File: src/rtl/mpu_pkg.sv
// Package: types shared by the multiprocessor receiver modules.
// Assumes a maximum data width of 9 bits.
package mpu_pkg;

    localparam int MAX_DW = 9;

    // Receive framer phases.
    typedef enum logic [2:0] {
        PH_IDLE  = 3'd0,
        PH_START = 3'd1,
        PH_DATA  = 3'd2,
        PH_MPB   = 3'd3,
        PH_STOP  = 3'd4
    } rx_phase_t;

    // One completed character as handed from framer to register stage.
    typedef struct packed {
        logic [MAX_DW-1:0] data;
        logic              mpb;
        logic              stop_ok;
    } rx_char_t;

endpackage

File: src/rtl/mpu_rx_sync.sv
// Module: two-stage synchronizer for the asynchronous serial line.
// Assumes the line idles high, so reset loads ones.
module mpu_rx_sync #(
    parameter int STAGES = 2
) (
    input  logic clk,
    input  logic rst_n,
    input  logic din,
    output logic dout
);
    logic [STAGES-1:0] chain;

    // Shift the line through the flop chain.
    always_ff @(posedge clk) begin
        if (!rst_n) chain <= '1;
        else        chain <= {chain[STAGES-2:0], din};
    end

    assign dout = chain[STAGES-1];
endmodule

File: src/rtl/mpu_rx_framer.sv
// Module: oversampled frame receiver. It finds a start bit, confirms it
// at mid-bit, then samples the data bits (LSB first), the address bit
// and the stop bit at the middle of each bit. It emits a one-cycle
// done strobe with the character when the stop bit is sampled.
// Assumes baud_tick strobes OSR times per bit and the line is synchronous.
module mpu_rx_framer
    import mpu_pkg::*;
#(
    parameter int DATA_W = 8,
    parameter int OSR    = 16
) (
    input  logic     clk,
    input  logic     rst_n,
    input  logic     rx,
    input  logic     tick,
    output logic     done,
    output rx_char_t chr
);
    localparam int CNT_W = $clog2(OSR);
    localparam int IDX_W = $clog2(MAX_DW + 1);
    localparam logic [CNT_W-1:0] MID_CNT  = CNT_W'(OSR/2 - 1);
    localparam logic [CNT_W-1:0] LAST_CNT = CNT_W'(OSR - 1);
    localparam logic [IDX_W-1:0] LAST_BIT = IDX_W'(DATA_W - 1);

    rx_phase_t         phase;
    logic [CNT_W-1:0]  cnt;
    logic [IDX_W-1:0]  idx;
    logic [MAX_DW-1:0] shreg;
    logic              mpb_q;
    logic              at_end;

    assign at_end = (cnt == LAST_CNT);

    // Frame sequencing, bit sampling and character hand-off.
    always_ff @(posedge clk) begin
        if (!rst_n) begin
            phase <= PH_IDLE;
            cnt   <= '0;
            idx   <= '0;
            shreg <= '0;
            mpb_q <= 1'b0;
            done  <= 1'b0;
            chr   <= '0;
        end else begin
            done <= 1'b0;
            if (tick) begin
                unique case (phase)
                    PH_IDLE: begin
                        if (!rx) begin
                            phase <= PH_START;
                            cnt   <= '0;
                        end
                    end
                    PH_START: begin
                        if (cnt == MID_CNT) begin
                            cnt   <= '0;
                            idx   <= '0;
                            shreg <= '0;
                            phase <= rx ? PH_IDLE : PH_DATA;
                        end else begin
                            cnt <= cnt + 1'b1;
                        end
                    end
                    PH_DATA: begin
                        if (at_end) begin
                            cnt        <= '0;
                            shreg[idx] <= rx;
                            if (idx == LAST_BIT) begin
                                idx   <= '0;
                                phase <= PH_MPB;
                            end else begin
                                idx <= idx + 1'b1;
                            end
                        end else begin
                            cnt <= cnt + 1'b1;
                        end
                    end
                    PH_MPB: begin
                        if (at_end) begin
                            cnt   <= '0;
                            mpb_q <= rx;
                            phase <= PH_STOP;
                        end else begin
                            cnt <= cnt + 1'b1;
                        end
                    end
                    PH_STOP: begin
                        if (at_end) begin
                            cnt         <= '0;
                            phase       <= PH_IDLE;
                            done        <= 1'b1;
                            chr.data    <= shreg;
                            chr.mpb     <= mpb_q;
                            chr.stop_ok <= rx;
                        end else begin
                            cnt <= cnt + 1'b1;
                        end
                    end
                    default: phase <= PH_IDLE;
                endcase
            end
        end
    end
endmodule

File: src/rtl/mpu_rx_regs.sv
// Module: receive data register, status flags, wake-up enable and
// interrupt pulse. A character is accepted when the wake-up enable is
// clear or its address bit is set. Accepted characters load the data
// register unless the previous one is unread (overrun).
// Assumes done is a single-cycle strobe.
module mpu_rx_regs
    import mpu_pkg::*;
(
    input  logic              clk,
    input  logic              rst_n,
    input  logic              done,
    input  rx_char_t          chr,
    input  logic              wake_set,
    input  logic              rie,
    input  logic              rd_ack,
    input  logic              err_clr,
    output logic              wake_en,
    output logic [MAX_DW-1:0] data_q,
    output logic              mpb_flag,
    output logic              rdrf,
    output logic              orer,
    output logic              fer,
    output logic              irq
);
    logic accept;
    logic blocked;
    logic load;

    assign accept  = done && (!wake_en || chr.mpb);
    assign blocked = rdrf && !rd_ack;
    assign load    = accept && !blocked;

    // Wake-up enable: host sets it, an address character clears it.
    always_ff @(posedge clk) begin
        if (!rst_n)                wake_en <= 1'b0;
        else if (wake_set)         wake_en <= 1'b1;
        else if (done && chr.mpb)  wake_en <= 1'b0;
    end

    // Data register and address flag load on an accepted, unblocked character.
    always_ff @(posedge clk) begin
        if (!rst_n) begin
            data_q   <= '0;
            mpb_flag <= 1'b0;
        end else if (load) begin
            data_q   <= chr.data;
            mpb_flag <= chr.mpb;
        end
    end

    // Data-ready flag: set on load, cleared by the host read.
    always_ff @(posedge clk) begin
        if (!rst_n)      rdrf <= 1'b0;
        else if (load)   rdrf <= 1'b1;
        else if (rd_ack) rdrf <= 1'b0;
    end

    // Overrun flag: accepted character arrives while data is unread.
    always_ff @(posedge clk) begin
        if (!rst_n)                  orer <= 1'b0;
        else if (accept && blocked)  orer <= 1'b1;
        else if (err_clr)            orer <= 1'b0;
    end

    // Framing flag: accepted character with a low stop bit.
    always_ff @(posedge clk) begin
        if (!rst_n)                      fer <= 1'b0;
        else if (accept && !chr.stop_ok) fer <= 1'b1;
        else if (err_clr)                fer <= 1'b0;
    end

    // Interrupt pulse on each load while enabled.
    always_ff @(posedge clk) begin
        if (!rst_n) irq <= 1'b0;
        else        irq <= load && rie;
    end
endmodule

File: src/rtl/mp_uart_rx.sv
// Module: top of the multiprocessor serial receiver. It chains the line
// synchronizer, the oversampled framer and the register stage.
// Assumes baud_tick runs at OSR times the bit rate; WIDE selects 9 data bits.
module mp_uart_rx
    import mpu_pkg::*;
#(
    parameter bit WIDE = 1'b0,
    parameter int OSR  = 16
) (
    input  logic       clk,
    input  logic       rst_n,
    input  logic       rxd,
    input  logic       baud_tick,
    input  logic       wake_set,
    input  logic       rie,
    input  logic       rd_ack,
    input  logic       err_clr,
    output logic       wake_en,
    output logic [7:0] rdata_lo,
    output logic       rdata_hi,
    output logic       mpb_flag,
    output logic       rdrf,
    output logic       orer,
    output logic       fer,
    output logic       irq
);
    localparam int DATA_W = WIDE ? 9 : 8;

    logic              rx_s;
    logic              frm_done;
    rx_char_t          frm_chr;
    logic              frm_mpb;
    logic [MAX_DW-1:0] data_q;

    mpu_rx_sync #(.STAGES(2)) u_sync (
        .clk  (clk),
        .rst_n(rst_n),
        .din  (rxd),
        .dout (rx_s)
    );

    mpu_rx_framer #(.DATA_W(DATA_W), .OSR(OSR)) u_frm (
        .clk  (clk),
        .rst_n(rst_n),
        .rx   (rx_s),
        .tick (baud_tick),
        .done (frm_done),
        .chr  (frm_chr)
    );

    mpu_rx_regs u_regs (
        .clk     (clk),
        .rst_n   (rst_n),
        .done    (frm_done),
        .chr     (frm_chr),
        .wake_set(wake_set),
        .rie     (rie),
        .rd_ack  (rd_ack),
        .err_clr (err_clr),
        .wake_en (wake_en),
        .data_q  (data_q),
        .mpb_flag(mpb_flag),
        .rdrf    (rdrf),
        .orer    (orer),
        .fer     (fer),
        .irq     (irq)
    );

    assign frm_mpb  = frm_chr.mpb;
    assign rdata_lo = data_q[7:0];
    assign rdata_hi = data_q[8];
endmodule

File: config.mk
export PLATFORM = sky130hd
export DESIGN_NAME = mp_uart_rx
export DESIGN_NICKNAME = d
export VERILOG_FILES = /design/src/rtl/mpu_pkg.sv /design/src/rtl/mpu_rx_sync.sv /design/src/rtl/mpu_rx_framer.sv /design/src/rtl/mpu_rx_regs.sv /design/src/rtl/mp_uart_rx.sv
export SDC_FILE = /design/constraint.sdc
export NUM_CORES = 1
export LEC_CHECK = 0
export CAP_MARGIN = 20
export CORE_ASPECT_RATIO = 0.5
export CORE_MARGIN = 2
export CORE_UTILIZATION = 40
export CTS_BUF_LIST = sky130_fd_sc_hd__clkbuf_4
export CTS_CLUSTER_SIZE = 12
export DETAILED_ROUTE_END_ITERATION = 7
export PLACE_DENSITY = 0.67
export SLEW_MARGIN = 15
export SYNTH_ARGS = -nofsm -noshare
export SYNTH_HDL_FRONTEND = slang
export SYNTH_SLANG_ARGS = --single-unit
File: constraint.sdc
create_clock -name clk -period 1.4 [get_ports clk]
set_input_delay 0.42 -clock clk [delete_from_list [all_inputs] [get_ports clk]]
set_output_delay 0.42 -clock clk [all_outputs]
set_load 0.005 [all_outputs]
==> run_results.csv <==
group,metric,value,unit
outcome,status,"complete, but fails checks",
outcome,violations,"negative setup slack",
layout,diodes,0,
detailed_routing,post_drt_via_cell_ratio,5.38,
floorplanning,rows,19,
place,placedInstanceArea,2850,um2
floorplanning,ios,23,
yosys,synth_seq_area_share,0.443,
sta,clock-skew-final,0.0165,ns
detailed_routing,drc,0,
place,dp_cells,381,
floorplanning,start_util,0.414,
sta,setup_ws,-0.110,ns
clocking,cts.path.max_buffers,2,
job,max-cap-violations,0,
yosys,syn_nets,272,
grt,grt_max_degree,23,
sta,worst_pin_slew,0.354,ns
worst_setup_path,end_kind,"register",
layout,final_nets,342,
clocking,cts_tree,"done",
detailed_routing,drt_first_iter_violations,185,
worst_setup_path,critPathArrivalTime,1.83,ns
clocking,h-tree-depth,2,
clocking,clk_latency,0.39,ns
yosys,synth_edf_count,0,
min_path,hold_class,"register to register",
grt,grt-ovfl-total,0,
place,port-buffer-count,22,
grt,grt_pass1_vias,2059,
layout,n_fill_cell,460,
layout,final_util,0.595,
floorplanning,die_x,110,um
place,pre_cts_slack,-0.545,ns
layout,area_growth_syn_to_layout,44.0,%
sta,rsz0062_at_grt,"yes",
sta,maxSlewViolCount,0,
clocking,numCtsBuffers,5,
sta,fin_crit,1.51,ns
yosys,ys_ff_latch,50,
layout,layout_commonest_cell,"buf_4",
worst_setup_path,worst-path-max-fanout,5,
clocking,cts_hold_buffers,0,
layout,drive_above_1_share,0.424,
clocking,cts.sinks,50,
detailed_routing,drt_pass1_iterations,4,
power,p_leak,1.35,nW
yosys,syn_avg_cell_area,8.73,um2
detailed_routing,route.vias.total,2170,
sta,setup_violations,22,
yosys,synthesis.yosys.warnings,0,
layout,fin_cells,403,
yosys,netlist_area,2260,um2
yosys,synth-main-ff-cell,"dfxtp_1",
detailed_routing,wl_per_cell,15.2,um
place,dp_hpwl,3910,um
floorplanning,design.core.area,5470,um2
grt,grt.total_usage,0.190,
detailed_routing,totalWireLength,6140,um
worst_setup_path,cp.required,1.72,ns
sta,min_period_over_period,1.08,
worst_setup_path,start_kind,"register",
sta,slew_headroom,0.762,
floorplanning,fp.dieH,57.2,um
layout,fin_area,3260,um2
sta,max_freq,662,MHz
layout,mostFrequentLayoutCells,"buf_4 (38), nand2_1 (37), dfxtp_1 (29)",
power,power_density,707,nW/um2
yosys,async_flop_share,0,
place,routabilityCongestion,0.842,
grt,grt_pass1_wl,9340,um
yosys,syn_inst,259,
sta,hold_viol_final,0,
power,ir_drop,482,uV
worst_setup_path,criticalPathCategory,"register to register",
yosys,yosysUniqueCellTypes,47,
floorplanning,fp.dieArea,6310,um2
clocking,cts_root_buffer,"clkbuf_4",
grt,antenna_found_initial,0,
detailed_routing,postRouteAntennaNets,0,
clocking,clkTransAtPathRegs,0.17,ns
[stage by stage]
step                      power, mW  setup TNS, ns  hold WS (ns)
final                          2.30         -0.819         0.427
after global routing           2.40          -2.68         0.445
after CTS                      2.30         -0.523         0.426
after detailed placement       1.57         -16.86         0.392
after global placement         1.57         -15.35         0.390
after floorplan                1.51        -0.0185         0.386
[cell families (layout without fill, tap and decap cells)]
| logic type | count (synthesis) | after routing | synth area share |
|---|---|---|---|
| DFF | 50 | 50 | 0.443 |
| adders and majority gates | 5 | 5 | 0.0277 |
| muxes | 16 | 16 | 0.0708 |
| AOI/OAI and AO/OA | 60 | 60 | 0.177 |
| buffers and inverters | 21 | 90 | 0.0432 |
| and+or+nand+nor | 107 | 109 | 0.239 |
[cell usage after synthesis, types with 2 or more instances]
master / number / area, um2
a21oi_1: 25 / 125
and2_1: 3 / 18.8
and3_1: 5 / 31.3
buf_2: 6 / 30.0
clkbuf_1: 5 / 18.8
dfxtp_1: 50 / 1000
ha_1: 5 / 62.6
inv_1: 7 / 26.3
mux2i_1: 16 / 160
nand2_1: 43 / 161
nand2b_1: 4 / 25.0
nand3_1: 8 / 40.0
nand4_1: 5 / 31.3
nand4b_1: 2 / 17.5
nor2_1: 20 / 75.1
nor2b_1: 4 / 25.0
nor3_1: 4 / 20.0
o211ai_1: 7 / 52.6
o21ai_0: 7 / 35.0
o22ai_1: 3 / 18.8
o2bb2ai_1: 4 / 35.0
[path summary, 6_finish.rpt]
check	cells after the start	slack, ns	start	end
max	6	-0.11	u_frm.cnt[0]$_SDFFE_PN0P_	u_frm.phase[0]$_SDFFE_PN0P_
min	1	0.43	u_sync.chain[0]$_SDFF_PN1_	u_sync.chain[1]$_SDFF_PN1_
max reg2reg	6	-0.11	u_frm.cnt[0]$_SDFFE_PN0P_	u_frm.phase[0]$_SDFFE_PN0P_
min reg2reg	1	0.43	u_sync.chain[0]$_SDFF_PN1_	u_sync.chain[1]$_SDFF_PN1_
[worst max-delay path, stage by stage (launching register included)]
cell and delay, ns:
dfxtp_2 0.39, ha_4 0.16, buf_6 0.10, o2111a_1 0.23
nor2_4 0.06, a211oi_4 0.30, mux2i_1 0.20
[area by class of cell]
| class | count | area [um2] | area share |
|---|---|---|---|
| Clock inverter | 3 | 26.3 | 0.00807 |
| Tap cell | 73 | 91.3 | 0.0281 |
| Inverter | 8 | 30.0 | 0.00922 |
| Clock buffer | 5 | 37.5 | 0.0115 |
| Multi-Input combinational cell | 190 | 1410 | 0.434 |
| Sequential cell | 50 | 1030 | 0.316 |
| Timing Repair Buffer | 74 | 629 | 0.193 |
[metal layers]
| layer | GRT usage | wire, um | share of wire | vias up |
|---|---|---|---|---|
| met3 | 0.0457 | 295 | 0.048 | 12 |
| met5 | 0 | 0 | 0 | - |
| li1 | - | - | - | 1060 |
| met4 | 0.0679 | 95 | 0.015 | 0 |
| met1 | 0.237 | 2660 | 0.43 | 1037 |
| met2 | 0.325 | 3100 | 0.50 | 61 |
[flip-flops by register name (all words and copies together), names as in the netlist]
register         cells
u_frm.phase          3
u_regs.mpb_flag      1
u_regs.irq           1
u_frm.done           1
u_regs.wake_en       1
u_frm.cnt            4
u_regs.fer           1
u_frm.mpb_q          1
u_frm.chr           11
u_frm.idx            4
u_frm.shreg          9
u_regs.rdrf          1
u_regs.orer          1
u_regs.data_q        9
u_sync.chain         2
[report_power, final]
group | switching (mW) | internal, mW
sequential | 0.00313 | 1.43
combinational | 0.0684 | 0.0603
clock | 0.530 | 0.214
[what timing repair did]
action	in CTS	in global routing
pin swaps	15	10
gates resized for setup	76	50
setup endpoints to repair	40	45
setup buffers	5	7
gates cloned	0	3
Note: power is estimated with default switching activity, not from simulation.
